File: config.mk
export PLATFORM = sky130hd
export DESIGN_NAME = tile_bracket_seq
export DESIGN_NICKNAME = d
export VERILOG_FILES = /design/src/rtl/tbr_pkg.sv /design/src/rtl/tbr_value_calc.sv /design/src/rtl/tbr_packet_gen.sv /design/src/rtl/tbr_fsm.sv /design/src/rtl/tile_bracket_seq.sv
export SDC_FILE = /design/constraint.sdc
export NUM_CORES = 1
export LEC_CHECK = 0
export CORE_MARGIN = 2
export CORE_UTILIZATION = 30
export CTS_BUF_LIST = sky130_fd_sc_hd__clkbuf_16
export CTS_CLUSTER_DIAMETER = 50
export DETAILED_ROUTE_END_ITERATION = 8
export HOLD_SLACK_MARGIN = 0.12
export PLACE_DENSITY = 0.61
export SYNTH_ARGS = -nofsm -noshare
export SYNTH_HDL_FRONTEND = slang
export SYNTH_SLANG_ARGS = --single-unit
export TNS_END_PERCENT = 50
File: constraint.sdc
create_clock -name clk -period 3.07 [get_ports clk]
set_input_delay 0.614 -clock clk [delete_from_list [all_inputs] [get_ports clk]]
set_output_delay 0.614 -clock clk [all_outputs]
set_load 0.02 [all_outputs]
File: src/rtl/tbr_pkg.sv
package tbr_pkg;
  typedef enum logic [2:0] {
    ST_IDLE, ST_CHECK, ST_PRO, ST_BODY, ST_EPI, ST_DONE
  } seq_state_e;

  localparam logic [1:0] TILE_LINEAR = 2'b00;
  localparam logic [1:0] TILE_X      = 2'b01;
  localparam logic [1:0] TILE_Y      = 2'b10;

  localparam int FLUSH_LEN   = 4;
  localparam int LOAD_LEN    = 3;
  localparam int PKT_DWORDS  = FLUSH_LEN + LOAD_LEN;
  localparam int BRACKET_OVH = PKT_DWORDS * 2;
endpackage

File: src/rtl/tbr_value_calc.sv
module tbr_value_calc #(
  parameter int DST_BIT = 0,
  parameter int SRC_BIT = 1
) (
  input  logic [1:0]  dst_tile,
  input  logic [1:0]  src_tile,
  input  logic        src_present,
  output logic [31:0] set_val,
  output logic [31:0] rest_val,
  output logic        bracket
);
  import tbr_pkg::*;

  logic [15:0] data_bits;

  always_comb begin
    data_bits = '0;
    if (dst_tile == TILE_Y) data_bits[DST_BIT] = 1'b1;
    if (src_present && (src_tile == TILE_Y)) data_bits[SRC_BIT] = 1'b1;
    set_val  = {data_bits, data_bits};
    rest_val = {data_bits, 16'h0000};
    bracket  = |data_bits;
  end
endmodule

File: src/rtl/tbr_packet_gen.sv
module tbr_packet_gen #(
  parameter logic [31:0] FLUSH_OPC = 32'h1300_0000,
  parameter logic [31:0] LOAD_OPC  = 32'h1100_0000,
  parameter logic [31:0] CTRL_ADDR = 32'h0002_2200
) (
  input  logic [2:0]  idx,
  input  logic [31:0] value,
  output logic [31:0] dword
);
  import tbr_pkg::*;

  localparam logic [31:0] FLUSH_HDR = FLUSH_OPC | 32'(FLUSH_LEN - 2);
  localparam logic [31:0] LOAD_HDR  = LOAD_OPC  | 32'(LOAD_LEN - 2);

  always_comb begin
    case (idx)
      3'd0:    dword = FLUSH_HDR;
      3'd4:    dword = LOAD_HDR;
      3'd5:    dword = CTRL_ADDR;
      3'd6:    dword = value;
      default: dword = 32'h0;
    endcase
  end
endmodule

File: src/rtl/tbr_fsm.sv
module tbr_fsm #(
  parameter int SPACE_W = 16
) (
  input  logic               clk,
  input  logic               rst_n,
  input  logic               start,
  input  logic [1:0]         dst_tile,
  input  logic [1:0]         src_tile,
  input  logic               src_present,
  input  logic [SPACE_W-1:0] max_body,
  input  logic [SPACE_W-1:0] free_space,
  input  logic               body_valid,
  input  logic               body_last,
  input  logic               implicit_flush,
  input  logic               bracket,
  output logic [1:0]         cfg_dst,
  output logic [1:0]         cfg_src,
  output logic               cfg_srcp,
  output logic [2:0]         idx,
  output logic               emit_pkt,
  output logic               emit_body,
  output logic               use_restore,
  output logic               busy,
  output logic               body_open,
  output logic               ring_flush,
  output logic               flush_conflict,
  output logic               done
);
  import tbr_pkg::*;

  localparam logic [2:0] LAST_IDX = 3'(PKT_DWORDS - 1);

  seq_state_e         state_q, state_d;
  logic [2:0]         idx_q, idx_d;
  logic [SPACE_W-1:0] max_q, free_q;
  logic               flush_d, conflict_d, done_d;
  logic               cfg_en, idx_en;
  logic [SPACE_W:0]   space_need;
  logic               space_short;

  assign cfg_en      = (state_q == ST_IDLE) && start;
  assign space_need  = (SPACE_W+1)'(BRACKET_OVH) + {1'b0, max_q};
  assign space_short = ({1'b0, free_q} < space_need);

  always_comb begin
    state_d    = state_q;
    idx_d      = idx_q;
    emit_pkt   = 1'b0;
    emit_body  = 1'b0;
    flush_d    = 1'b0;
    conflict_d = 1'b0;
    done_d     = 1'b0;
    case (state_q)
      ST_IDLE:  if (start) state_d = ST_CHECK;
      ST_CHECK: begin
        idx_d = '0;
        if (bracket) begin
          flush_d = space_short;
          state_d = ST_PRO;
        end else begin
          state_d = ST_BODY;
        end
      end
      ST_PRO: begin
        emit_pkt = 1'b1;
        if (idx_q == LAST_IDX) begin
          idx_d   = '0;
          state_d = ST_BODY;
        end else begin
          idx_d = idx_q + 3'd1;
        end
      end
      ST_BODY: begin
        emit_body  = body_valid;
        conflict_d = implicit_flush && bracket;
        if (body_valid && body_last) begin
          idx_d   = '0;
          state_d = bracket ? ST_EPI : ST_DONE;
        end
      end
      ST_EPI: begin
        emit_pkt = 1'b1;
        if (idx_q == LAST_IDX) begin
          idx_d   = '0;
          state_d = ST_DONE;
        end else begin
          idx_d = idx_q + 3'd1;
        end
      end
      ST_DONE: begin
        done_d  = 1'b1;
        state_d = ST_IDLE;
      end
      default: state_d = ST_IDLE;
    endcase
  end

  assign idx_en = emit_pkt || (state_q == ST_CHECK) || (state_d != state_q);

  always_ff @(posedge clk or negedge rst_n) begin
    if (!rst_n) begin
      state_q        <= ST_IDLE;
      ring_flush     <= 1'b0;
      flush_conflict <= 1'b0;
      done           <= 1'b0;
    end else begin
      state_q        <= state_d;
      ring_flush     <= flush_d;
      flush_conflict <= conflict_d;
      done           <= done_d;
    end
  end

  always_ff @(posedge clk or negedge rst_n) begin
    if (!rst_n) idx_q <= '0;
    else if (idx_en) idx_q <= idx_d;
  end

  always_ff @(posedge clk or negedge rst_n) begin
    if (!rst_n) begin
      cfg_dst  <= TILE_LINEAR;
      cfg_src  <= TILE_LINEAR;
      cfg_srcp <= 1'b0;
      max_q    <= '0;
      free_q   <= '0;
    end else if (cfg_en) begin
      cfg_dst  <= dst_tile;
      cfg_src  <= src_tile;
      cfg_srcp <= src_present;
      max_q    <= max_body;
      free_q   <= free_space;
    end
  end

  assign idx         = idx_q;
  assign use_restore = (state_q == ST_EPI);
  assign busy        = (state_q != ST_IDLE);
  assign body_open   = (state_q == ST_BODY);

  assert_pro_needs_bracket_R3: assert property (@(posedge clk) disable iff (!rst_n)
    (state_q == ST_PRO || state_q == ST_EPI) |-> bracket);

  assert_conflict_from_body_R8: assert property (@(posedge clk) disable iff (!rst_n)
    flush_conflict |-> $past(state_q == ST_BODY));

  assert_done_single_R9: assert property (@(posedge clk) disable iff (!rst_n)
    done |=> !done);

  assert_flush_from_check_R5: assert property (@(posedge clk) disable iff (!rst_n)
    ring_flush |-> state_q == ST_PRO && idx_q == 3'd0);
endmodule

File: src/rtl/tile_bracket_seq.sv
module tile_bracket_seq #(
  parameter int          SPACE_W   = 16,
  parameter logic [31:0] FLUSH_OPC = 32'h1300_0000,
  parameter logic [31:0] LOAD_OPC  = 32'h1100_0000,
  parameter logic [31:0] CTRL_ADDR = 32'h0002_2200,
  parameter int          DST_BIT   = 0,
  parameter int          SRC_BIT   = 1
) (
  input  logic               clk,
  input  logic               rst_n,
  input  logic               start,
  input  logic [1:0]         dst_tile,
  input  logic [1:0]         src_tile,
  input  logic               src_present,
  input  logic [SPACE_W-1:0] max_body,
  input  logic [SPACE_W-1:0] free_space,
  input  logic               body_valid,
  input  logic [31:0]        body_data,
  input  logic               body_last,
  input  logic               implicit_flush,
  output logic               busy,
  output logic               body_open,
  output logic               out_valid,
  output logic [31:0]        out_data,
  output logic               ring_flush,
  output logic               flush_conflict,
  output logic               done
);
  logic [1:0]  cfg_dst, cfg_src;
  logic        cfg_srcp, bracket;
  logic [31:0] set_val, rest_val, pkt_value, pkt_dword;
  logic [2:0]  idx;
  logic        emit_pkt, emit_body, use_restore, out_en;

  tbr_value_calc #(.DST_BIT(DST_BIT), .SRC_BIT(SRC_BIT)) u_value (
    .dst_tile   (cfg_dst),
    .src_tile   (cfg_src),
    .src_present(cfg_srcp),
    .set_val    (set_val),
    .rest_val   (rest_val),
    .bracket    (bracket)
  );

  tbr_fsm #(.SPACE_W(SPACE_W)) u_fsm (
    .clk           (clk),
    .rst_n         (rst_n),
    .start         (start),
    .dst_tile      (dst_tile),
    .src_tile      (src_tile),
    .src_present   (src_present),
    .max_body      (max_body),
    .free_space    (free_space),
    .body_valid    (body_valid),
    .body_last     (body_last),
    .implicit_flush(implicit_flush),
    .bracket       (bracket),
    .cfg_dst       (cfg_dst),
    .cfg_src       (cfg_src),
    .cfg_srcp      (cfg_srcp),
    .idx           (idx),
    .emit_pkt      (emit_pkt),
    .emit_body     (emit_body),
    .use_restore   (use_restore),
    .busy          (busy),
    .body_open     (body_open),
    .ring_flush    (ring_flush),
    .flush_conflict(flush_conflict),
    .done          (done)
  );

  assign pkt_value = use_restore ? rest_val : set_val;

  tbr_packet_gen #(.FLUSH_OPC(FLUSH_OPC), .LOAD_OPC(LOAD_OPC), .CTRL_ADDR(CTRL_ADDR)) u_pkt (
    .idx  (idx),
    .value(pkt_value),
    .dword(pkt_dword)
  );

  assign out_en = emit_pkt || emit_body;

  always_ff @(posedge clk or negedge rst_n) begin
    if (!rst_n) out_valid <= 1'b0;
    else        out_valid <= out_en;
  end

  always_ff @(posedge clk or negedge rst_n) begin
    if (!rst_n)      out_data <= '0;
    else if (out_en) out_data <= emit_pkt ? pkt_dword : body_data;
  end

  assert_idle_quiet_R11: assert property (@(posedge clk) disable iff (!rst_n)
    !$past(busy) |-> !out_valid);

  assert_flush_before_output_R5: assert property (@(posedge clk) disable iff (!rst_n)
    ring_flush |-> !out_valid);

  assert_done_after_stream_R9: assert property (@(posedge clk) disable iff (!rst_n)
    done |-> !out_valid && !busy);
endmodule

==> qor.yml <==
place_area_sq_mm: 0.00497
drv_cap: 0
worstMarginPinSlew_ps: 993
synthTopCellsByCount: "dfrtp_1 (79), mux2_2 (29), a22o_1 (24)"
vias: 2773
hold_viol_final: 0
postCtsSetupBuffers: 0
crit_top_cell: "a21oi_1"
register_area_sq_mm: 0.00198
die_h_microns: 116
htree_levels: 3
globalRouteOverflowTotal: 0
drcViolationCount: 0
post-synth-top-count-cell: "dfrtp_1"
n_fill_cell: 1164
core_area_sq_mm: 0.0121
clockBufferDepth: 2
grt_pass1_wl_microns: 13700
insertion_delay_ps: 340
final_nets: 506
via_per_inst: 4.72
postCtsHoldBufs: 0
clockRootBuffer: "clkbuf_16"
ys_types: 46
antenna_found_initial: 0
yosys.area.top_type: "dfrtp_1"
initial_core_util_pct: 30.9
crit_start: "u_fsm.max_q[3]"
status: "finished clean"
clock-sinks: 79
yosysWarnings: 0
dieWidth_microns: 116
fp-row-count: 40
dp_hpwl_microns: 6180
crit_family: "simple AND/OR/NAND/NOR gates"
clock.fmax_ghz: 0.386
synthesis.area_sq_mm: 0.00374
syn_nets: 397
p_leak_nw: 2.21
rsz0062_at_grt: "no"
ys_async_sr_fraction_pct: 100
place.gp.congestion: 0.845
first_global_vias: 2725
netlist_instances: 306
synthTopCellsByArea: "dfrtp_1 (53%), mux2_2 (8.7%), a22o_1 (5.6%), ha_1 (5.3%), xor2_1 (1.9%)"
clock_skew_ps: 5.14
crit_path_end_kind: "flop"
utilization_pct: 43.5
path_clk_slew_ps: 60
grt.total_usage_pct: 13.3
ff2ff_path_depth: 9
irDropWorstVdd_mv: 0.479
synth-edff-count: 0
reg2reg_slack_ps: 480
crit_chain: "or3_1 -> and2_1 -> nand3_1 -> xor2_1 -> ha_1 -> a21oi_1 -> nand2_1 -> or4_1 -> a21oi_1"
max_stage_delay_ps: 480
port_buffers: 112
drive_above_1_share_pct: 11.5
seq_area_frac_synth_pct: 52.8
design_area_sq_mm: 0.00527
area.growth.synth_to_final_pct: 40.9
die_area_sq_mm: 0.0134
cts_buffers: 9
min_path_type: "input port to async pin"
max-slew-margin-rel_pct: 33.8
grt_max_degree: 80
wl_per_cell_microns: 14.7
ys_ff_latch: 79
cts_tree: "yes"
worstPathRequired_ps: 3330
worstPathMaxFanout: 4
pin_count: 113
cp_slowest_cell: "or4_1"
multi_input_area_sq_mm: 0.00162
crit_type: "flop to flop"
dp_slack_ps: 517
critPathBufInv: 0
setup_viol: 0
ant_nets: 0
drt-total-wl_microns: 8610
powerDensity_mw_per_mm2: 1030
drt_first_pass_iters: 4
layout_setup_ws_ps: 481
fin_setup_tns_ps: 0
synth_top_area_share_pct: 52.8
fin_crit_ps: 2590
start_kind: "flop"
r2r_start: "u_fsm.max_q[3]"
syn_avg_cell_area_sq_um: 12.2
drt_iter0_markers: 131
diodes: 0
synth_ff_type: "dfrtp_1"
slew_violations: 0
cts_resized: 0
fin_crit_sh_pct: 84.3
cp.depth: 9
crit_arrival_ps: 2850
-- sequential cells by signal, summed over array words and instances (netlist names) --
signal and cells:
u_fsm.cfg_src 2, u_fsm.idx 3, u_fsm.state_q 3, u_fsm.free_q 16, u_fsm.cfg_srcp 1, u_fsm.done 1
u_fsm.flush_conflict 1, out_data 32, u_fsm.cfg_dst 2, out_valid 1, u_fsm.ring_flush 1, u_fsm.max_q 16
-- kinds of logic after synthesis --
kind of cell / after synthesis / share of synthesized area, %
and+or+nand+nor: 73 / 10.7
DFF: 79 / 52.8
adders and majority gates: 16 / 5.35
buffers and inverters: 22 / 4.01
AOI/OAI and AO/OA: 61 / 11.7
xor gates and xnor gates: 14 / 3.28
muxes: 41 / 12.1
-- worst paths after layout --
path | endpoint
max | u_fsm.ring_flush
min | out_data[13]
max reg2reg | u_fsm.ring_flush
min reg2reg | u_fsm.cfg_dst[0]
max in group asynchronous | u_fsm.free_q[5]
min in group clk | u_fsm.cfg_dst[0]
-- placed cells by master, fill, tap and decap left out, drive strengths merged, types with 2 or more instances in the layout --
master | Yosys | final
xnor2 | 6 | 6
nor2b | 2 | 2
clkdlybuf4s50 | 0 | 111
inv | 6 | 6
o2111ai | 2 | 2
and3 | 3 | 3
o22ai | 2 | 2
mux2i | 6 | 6
a21oi | 10 | 10
nand2b | 4 | 4
nor2 | 11 | 11
and2 | 4 | 4
bufinv | 0 | 2
a31oi | 2 | 2
or4 | 2 | 2
or3 | 2 | 2
clkbuf | 3 | 9
a22o | 24 | 24
and4 | 4 | 4
a221o | 2 | 2
nand3 | 13 | 13
ha | 16 | 16
nand2 | 17 | 17
xor2 | 8 | 8
o21ai | 12 | 12
a211oi | 2 | 2
buf | 13 | 3
clkinv | 0 | 4
dfrtp | 79 | 79
mux2 | 35 | 35
nand4 | 3 | 3
nor3 | 5 | 5
-- routing by layer --
layer	vias to the layer above	GRT usage, %	routed length (microns)	share of wire [%]
li1	1340	-	-	-
met1	1334	17.8	4080	47
met2	86	20.4	3810	44
met3	13	3.45	541	6.3
met4	0	6.19	173	2.0
met5	-	0	0	0
-- layout make-up --
cell class	count	area share (%)
flip-flops and latches	79	37.5
multi-input cells	205	30.7
repair buffers	114	21.7
clock buffers	9	4.27
well taps	168	3.99
clock inverters	6	1.45
inverters	6	0.427
-- stage by stage --
| step | power [mW] | std cells | hold slack (ps) |
|---|---|---|---|
| 2_1_floorplan | 3.52 | 306 | 318 |
| 3_3_place_gp | 4.28 | 572 | 475 |
| 3_5_place_dp | 4.35 | 572 | 483 |
| 4_1_cts | 5.49 | 587 | 486 |
| 5_1_grt | 5.85 | 587 | 512 |
| 6_report | 5.42 | 587 | 447 |
-- power by group --
part           internal [mW]  switching, mW
clock                  0.697          0.404
combinational           1.23           1.20
sequential              1.51          0.373
total                   3.44           1.97
No activity file was read; power rests on OpenSTA's default activity.
